### config.mk
export PLATFORM = sky130hd
export DESIGN_NAME = swallow_divider
export DESIGN_NICKNAME = d
export VERILOG_FILES = /design/src/rtl/swdiv_pkg.sv /design/src/rtl/swdiv_prescaler.sv /design/src/rtl/swdiv_seq.sv /design/src/rtl/swdiv_cfg.sv /design/src/rtl/swallow_divider.sv
export SDC_FILE = /design/constraint.sdc
export NUM_CORES = 1
export LEC_CHECK = 0
export BUFFER_PORTS_ARGS = -buffer_cell sky130_fd_sc_hd__clkbuf_2
export CAP_MARGIN = 40
export CORE_ASPECT_RATIO = 0.6
export CORE_MARGIN = 2
export CORE_UTILIZATION = 37
export DETAILED_ROUTE_END_ITERATION = 6
export GPL_TIMING_DRIVEN = 0
export SETUP_SLACK_MARGIN = 0.4
export SKIP_CTS_REPAIR_TIMING = 1
export SYNTH_ARGS = -nofsm -noshare
export SYNTH_HDL_FRONTEND = slang
export SYNTH_HIERARCHICAL = 1
export SYNTH_SLANG_ARGS = --single-unit
### constraint.sdc
create_clock -name clk -period 3.8 [get_ports clk]
set_input_delay 0.19 -clock clk [delete_from_list [all_inputs] [get_ports clk]]
set_output_delay 0.19 -clock clk [all_outputs]
set_load 0.02 [all_outputs]
### src/rtl/swdiv_pkg.sv
package swdiv_pkg;

  // Total input clocks in one division period.
  function automatic int unsigned swdiv_ratio(input int unsigned pre_lo,
                                              input int unsigned n,
                                              input int unsigned a);
    return pre_lo * n + a;
  endfunction

  // Legality of a requested setting: main count large enough and above swallow.
  function automatic logic swdiv_cfg_ok(input int unsigned n,
                                        input int unsigned a,
                                        input int unsigned n_min);
    return (n >= n_min) && (a < n);
  endfunction

endpackage

### src/rtl/swdiv_prescaler.sv
module swdiv_prescaler #(
  parameter int PRE_LO = 64
) (
  input  logic clk,
  input  logic rst,
  input  logic mod_hi,
  output logic pre_tick
);
  localparam int CW = $clog2(PRE_LO + 1);

  logic [CW-1:0] pre_cnt;
  logic [CW-1:0] pre_last;

  assign pre_last = mod_hi ? CW'(PRE_LO) : CW'(PRE_LO - 1);
  assign pre_tick = (pre_cnt == pre_last);

  always_ff @(posedge clk) begin
    if (rst)           pre_cnt <= '0;
    else if (pre_tick) pre_cnt <= '0;
    else               pre_cnt <= pre_cnt + 1'b1;
  end

  assert_pre_range_R4: assert property (@(posedge clk) disable iff (rst)
    pre_cnt <= CW'(PRE_LO));

  assert_pre_wrap_R4: assert property (@(posedge clk) disable iff (rst)
    pre_tick |=> (pre_cnt == '0));

endmodule

### src/rtl/swdiv_seq.sv
module swdiv_seq #(
  parameter int A_W = 6,
  parameter int N_W = 12
) (
  input  logic           clk,
  input  logic           rst,
  input  logic           pre_tick,
  input  logic [A_W-1:0] act_a,
  input  logic [N_W-1:0] act_n,
  output logic           mod_hi,
  output logic           period_end
);
  logic [A_W-1:0] sw_cnt;
  logic [N_W-1:0] main_cnt;
  logic           main_last;

  assign mod_hi     = (sw_cnt < act_a);
  assign main_last  = (main_cnt == act_n - 1'b1);
  assign period_end = pre_tick && main_last;

  always_ff @(posedge clk) begin
    if (rst) begin
      sw_cnt   <= '0;
      main_cnt <= '0;
    end else if (period_end) begin
      sw_cnt   <= '0;
      main_cnt <= '0;
    end else if (pre_tick) begin
      main_cnt <= main_cnt + 1'b1;
      if (mod_hi) sw_cnt <= sw_cnt + 1'b1;
    end
  end

  assert_pulse_single_R2: assert property (@(posedge clk) disable iff (rst)
    period_end |=> !period_end);

  assert_mod_steady_R3: assert property (@(posedge clk) disable iff (rst)
    !pre_tick |=> $stable(mod_hi));

  assert_swallow_bound_R3: assert property (@(posedge clk) disable iff (rst)
    sw_cnt <= act_a);

  assert_main_bound_R1: assert property (@(posedge clk) disable iff (rst)
    main_cnt < act_n);

endmodule

### src/rtl/swdiv_cfg.sv
module swdiv_cfg
  import swdiv_pkg::*;
#(
  parameter int A_W   = 6,
  parameter int N_W   = 12,
  parameter int N_MIN = 5,
  parameter int DEF_A = 3,
  parameter int DEF_N = 8
) (
  input  logic           clk,
  input  logic           rst,
  input  logic           load,
  input  logic [A_W-1:0] a_in,
  input  logic [N_W-1:0] n_in,
  input  logic           period_end,
  output logic [A_W-1:0] act_a,
  output logic [N_W-1:0] act_n,
  output logic           cfg_err
);
  logic [A_W-1:0] pend_a;
  logic [N_W-1:0] pend_n;
  logic           pend_v;
  logic           in_ok;
  logic           load_ok;
  logic           load_bad;

  assign in_ok    = swdiv_cfg_ok(32'(n_in), 32'(a_in), N_MIN);
  assign load_ok  = load && in_ok;
  assign load_bad = load && !in_ok;

  always_ff @(posedge clk) begin
    if (rst) begin
      act_a   <= A_W'(DEF_A);
      act_n   <= N_W'(DEF_N);
      pend_a  <= A_W'(DEF_A);
      pend_n  <= N_W'(DEF_N);
      pend_v  <= 1'b0;
      cfg_err <= 1'b0;
    end else begin
      if (period_end && pend_v) begin
        act_a <= pend_a;
        act_n <= pend_n;
      end
      if (load_ok) begin
        pend_a  <= a_in;
        pend_n  <= n_in;
        pend_v  <= 1'b1;
        cfg_err <= 1'b0;
      end else begin
        if (period_end) pend_v  <= 1'b0;
        if (load_bad)   cfg_err <= 1'b1;
      end
    end
  end

  assert_bad_load_flag_R5: assert property (@(posedge clk) disable iff (rst)
    load_bad |=> cfg_err);

  assert_good_load_clear_R5: assert property (@(posedge clk) disable iff (rst)
    load_ok |=> !cfg_err);

  assert_act_hold_R7: assert property (@(posedge clk) disable iff (rst)
    !period_end |=> ($stable(act_a) && $stable(act_n)));

  assert_bad_load_no_park_R6: assert property (@(posedge clk) disable iff (rst)
    (load_bad && !period_end) |=> ($stable(pend_a) && $stable(pend_n) && $stable(pend_v)));

  assert_act_legal_R6: assert property (@(posedge clk) disable iff (rst)
    (act_n >= N_W'(N_MIN)) && ({{(N_W-A_W){1'b0}}, act_a} < act_n));

endmodule

### src/rtl/swallow_divider.sv
module swallow_divider
  import swdiv_pkg::*;
#(
  parameter int PRE_LO = 64,
  parameter int A_W    = 6,
  parameter int N_W    = 12,
  parameter int N_MIN  = 5,
  parameter int DEF_A  = 3,
  parameter int DEF_N  = 8
) (
  input  logic           clk,
  input  logic           rst,
  input  logic           load,
  input  logic [5:0]     swallow_in,
  input  logic [11:0]    main_in,
  output logic           mod_sel,
  output logic           div_pulse,
  output logic           cfg_err
);
  localparam int PER_W = N_W + $clog2(PRE_LO + 1) + 1;

  logic           pre_tick;
  logic           mod_hi;
  logic           period_end;
  logic [A_W-1:0] act_a;
  logic [N_W-1:0] act_n;

  swdiv_prescaler #(.PRE_LO(PRE_LO)) u_pre (
    .clk      (clk),
    .rst      (rst),
    .mod_hi   (mod_hi),
    .pre_tick (pre_tick)
  );

  swdiv_seq #(.A_W(A_W), .N_W(N_W)) u_seq (
    .clk        (clk),
    .rst        (rst),
    .pre_tick   (pre_tick),
    .act_a      (act_a),
    .act_n      (act_n),
    .mod_hi     (mod_hi),
    .period_end (period_end)
  );

  swdiv_cfg #(
    .A_W(A_W), .N_W(N_W), .N_MIN(N_MIN), .DEF_A(DEF_A), .DEF_N(DEF_N)
  ) u_cfg (
    .clk        (clk),
    .rst        (rst),
    .load       (load),
    .a_in       (A_W'(swallow_in)),
    .n_in       (N_W'(main_in)),
    .period_end (period_end),
    .act_a      (act_a),
    .act_n      (act_n),
    .cfg_err    (cfg_err)
  );

  assign mod_sel   = mod_hi;
  assign div_pulse = period_end;

  // Checker-only clock counter since the last period boundary.
  logic [PER_W-1:0] per_cnt;
  always_ff @(posedge clk) begin
    if (rst || div_pulse) per_cnt <= '0;
    else                  per_cnt <= per_cnt + 1'b1;
  end

  assert_period_len_R1: assert property (@(posedge clk) disable iff (rst)
    div_pulse |-> (32'(per_cnt) + 1 == swdiv_ratio(PRE_LO, 32'(act_n), 32'(act_a))));

  assert_reset_state_R8: assert property (@(posedge clk)
    rst |=> (mod_sel == (DEF_A > 0)) && !div_pulse && !cfg_err);

endmodule

==> metrics.md <==
| Metric | Value |
|---|---|
| CTS Root Buffer Type | `clkbuf_16` |
| GRT Overall Usage | `16.2%` |
| Synth top area share | `37.6%` |
| WP buf/inv | `5` |
| Worst-Skew Late Latency | `0.33 ns` |
| Leading area contributor after synthesis | `dfxtp_1` |
| RR Endpoint | `u_cfg/act_n[10]` |
| Worst Tran Pin Value | `0.658 ns` |
| Worst setup EP type | `output port` |
| First-pass GRT wire length | `12600 um` |
| Slowest stage delay, CP | `0.33 ns` |
| H-tree levels | `3` |
| Routed Antenna Nets | `0` |
| Launching point of the worst reg2reg path | `u_cfg/act_a[1]` |
| Overall die height | `77.8 um` |
| Crit share post-route | `90.4%` |
| Max-Cap Viols | `0` |
| Slew headroom | `56.2%` |
| Worst R2R Path Depth | `19` |
| CP max stage cell | `dfxtp_2` |
| Critical-path maximum fanout | `6` |
| Avg Inst Size Synth | `8.76 um^2` |
| Min cycle time layout | `3.44 ns` |
| GRT met1 Usage | `23.9%` |
| Post-synth ARST share | `0%` |
| Nets | `468` |
| Syn_nets | `418` |
| Fin cells | `549` |
| Vias in the first global route | `2596` |
| Syn Inst Count | `383` |
| Initial antenna violation count | `0` |
| Sequential cell area | `1270 um^2` |
| P_leak | `1.66 nW` |
| Tightest Hold Check Type | `in -> reg` |
| Max Clock Skew | `0.00560 ns` |
| Setup TNS | `0 ns` |
| Synth Flop Type | `dfxtp_1` |
| Hold Crit Endpoint | `u_cfg/pend_n[10]` |
| Diode count | `0` |
| Pwr/cell area | `356 nW/um^2` |
| Setup CP Type | `reg -> out` |
| I/O pins | `24` |
| EDFF count, synth | `0` |
| Delay-heaviest family, CP | `simple AND/OR/NAND/NOR gates` |
| Hold Path Cell Cnt | `3` |
| Top cells by area, synth | `dfxtp_1 38%, nand2b_1 6.2%, mux2i_1 6.0%` |
| Die area | `9870 um^2` |
| Detail Placement HPWL | `5550 um` |
| Vias per Instance | `5.02` |
| Initial core utilization | `38.8%` |
| Filler cells | `798` |
| CTS buffer count | `9` |
| Row count | `26` |
| Share of cells above drive strength 1 | `24.9%` |
| Worst EP arrival | `3.25 ns` |
| Fin. Hold Viols | `0` |
| Hold Path Origin | `main_in[10]` |
| IO buf count | `23` |
| Status | `complete, no violations` |
| Top cells by count, synth | `63 x dfxtp_1, 48 x nand2_1, 33 x nand2b_1` |
| Clock tree buffer depth | `2` |
| Worst EP required | `3.61 ns` |
| TritonCTS clock tree | `yes` |
| Cell with the most instances after synthesis | `dfxtp_1` |
| TritonRoute pass-1 iters | `4` |
| Sink Count | `63` |
| VDD IR-drop max | `188 uV` |
| Largest net degree at the start of global routing | `11` |
| Gr busiest metal | `met1` |
| Max Fclk | `291 MHz` |
| Placed Cells | `518` |
| Die width | `127 um` |
| Met3 usage | `5.03%` |
| Critical Path Source Type | `flop` |
| Final setup viols | `0` |
| Total gr overflow | `0` |
| Area Overhead vs Synth | `28.2%` |
| Post-DR wirelength/cell | `13.9 um` |
| Max Slew Vio Count | `0` |
| Met2 Use GR | `21.6%` |
| DR vias | `2756` |
| R2R Setup Slk | `0.45 ns` |
| Core footprint | `8650 um^2` |
| Routability Congestion | `0.791` |
| Mapped Area | `3350 um^2` |
| Post-route DRC | `0` |
| Synth Warn # | `6` |
| Clock-pin slew of the registers on the worst-case setup and hold paths | `0.05 ns` |
| Area occupied by multi-input gates | `2130 um^2` |
| Synth cell types | `53` |
| #FFs+latches synth | `63` |
| Post-synthesis sequential area ratio | `37.6%` |
| RSZ-0062 raised after global routing | `yes` |
| Total wire length | `7660 um` |
| 1st-iter DRT viols | `153` |
| Crit-path cells | `inv_2 -> ha_4 -> a211oi_4 -> o31ai_4 -> a21oi_4 -> nor4b_2 -> and4b_1 -> buf_8 -> or2_4 -> buf_8 -> nand3_2 -> nor3_2 -> nand3_2 -> nor4_4 -> buf_4 -> buf_6` |
==> sequential cells by signal, summed over array words and instances (netlist names), 6 cells and up <==
| register | count |
|---|---|
| u_cfg/act_n | 12 |
| u_cfg/pend_n | 12 |
| u_cfg/act_a | 6 |
| u_seq/main_cnt | 12 |
| u_cfg/pend_a | 6 |
| u_pre/pre_cnt | 7 |
| u_seq/sw_cnt | 6 |
==> through the flow <==
| step | hold WS [ns] | total power, mW | utilization (%) | cell area (um^2) | setup WS [ns] |
|---|---|---|---|---|---|
| 2_1_floorplan | 0.262 | 0.756 | - | 3490 | 0.356 |
| 3_3_place_gp | 0.441 | 0.787 | 43.3 | 3750 | 0.280 |
| 3_5_place_dp | 0.448 | 0.789 | 43.3 | 3750 | 0.234 |
| 4_1_cts | 0.106 | 1.55 | 46.4 | 4020 | 0.208 |
| 5_1_grt | 0.120 | 1.59 | 49.7 | 4300 | 0.205 |
| 6_report | 0.110 | 1.53 | 49.7 | 4300 | 0.363 |
==> final cells by class <==
type / instances / share of cell area, %
clock buffers: 14 / 6.14
plain buffers: 16 / 3.26
repair buffers: 39 / 6.40
clock inverters: 1 / 0.116
inverters: 19 / 1.66
multi-input cells: 285 / 49.6
well taps: 112 / 3.26
flip-flops and latches: 63 / 29.6
==> cell families after synthesis <==
family          after synthesis  synth area share, %
buf+inv                      35                 4.62
simple gates                169                 27.2
mux                          20                 5.97
fa+ha+maj                    14                 5.22
flops                        63                 37.6
compound gates               49                 10.8
xor+xnor                     33                 8.62
==> worst register-to-register path, stage by stage, from the launching register on <==
cell,delay [ns]
dfxtp_2,0.33
inv_2,0.04
ha_4,0.23
a211oi_4,0.24
o31ai_4,0.13
a21oi_4,0.21
nor4b_2,0.20
and4b_1,0.25
buf_8,0.11
or2_4,0.11
buf_8,0.11
nand3_2,0.06
nor3_2,0.16
nand3_2,0.14
nor4_4,0.30
and2_1,0.20
buf_8,0.14
buf_8,0.13
nand2_1,0.06
a21oi_1,0.13
==> worst max path at each step <==
stage,startpoint,to,slack [ns],cells past startpoint
2_1_floorplan,u_seq/sw_cnt[1],u_cfg/act_n[10],0.36,18
3_3_place_gp,u_cfg/act_a[4],u_cfg/act_n[8],0.28,17
3_5_place_dp,u_cfg/act_a[4],u_cfg/act_n[8],0.23,16
4_1_cts,u_cfg/act_a[4],div_pulse,0.21,13
5_1_grt,u_cfg/act_a[1],div_pulse,0.21,16
6_report,u_cfg/act_a[1],div_pulse,0.36,16
==> placed cells by master, fill, tap and decap left out, drive strengths merged, types with 2 or more instances in the layout <==
cell     synthesis  final
a211oi           4      4
buf              5     25
a31oi            3      3
xor2            14     14
nand2           48     48
or3              3      3
nor4b            3      3
nor2            34     34
mux2i           20     20
nand4           11     11
xnor2           19     19
nor2b            3      3
nand3b           3      3
nor4             7      7
dfxtp           63     63
ha              14     14
a221oi           2      2
nand2b          33     33
a21oi           21     21
o21ai            5      5
nand3            6      6
o41ai            2      2
clkbuf          11     44
nor3             7      7
and3             3      3
inv             19     19
a2111oi          2      2
==> routing by layer <==
layer	routed length [um]	share of wire (%)	vias up
li1	-	-	1427
met1	4280	56	1292
met2	3030	40	26
met3	230	3.0	11
met4	115	1.5	0
met5	0	0	-
==> power breakdown <==
part / switching, mW / internal (mW)
clock: 0.280 / 0.472
sequential: 0.0119 / 0.677
combinational: 0.0460 / 0.0428
total: 0.338 / 1.19
(Power assumes the default switching activity.)
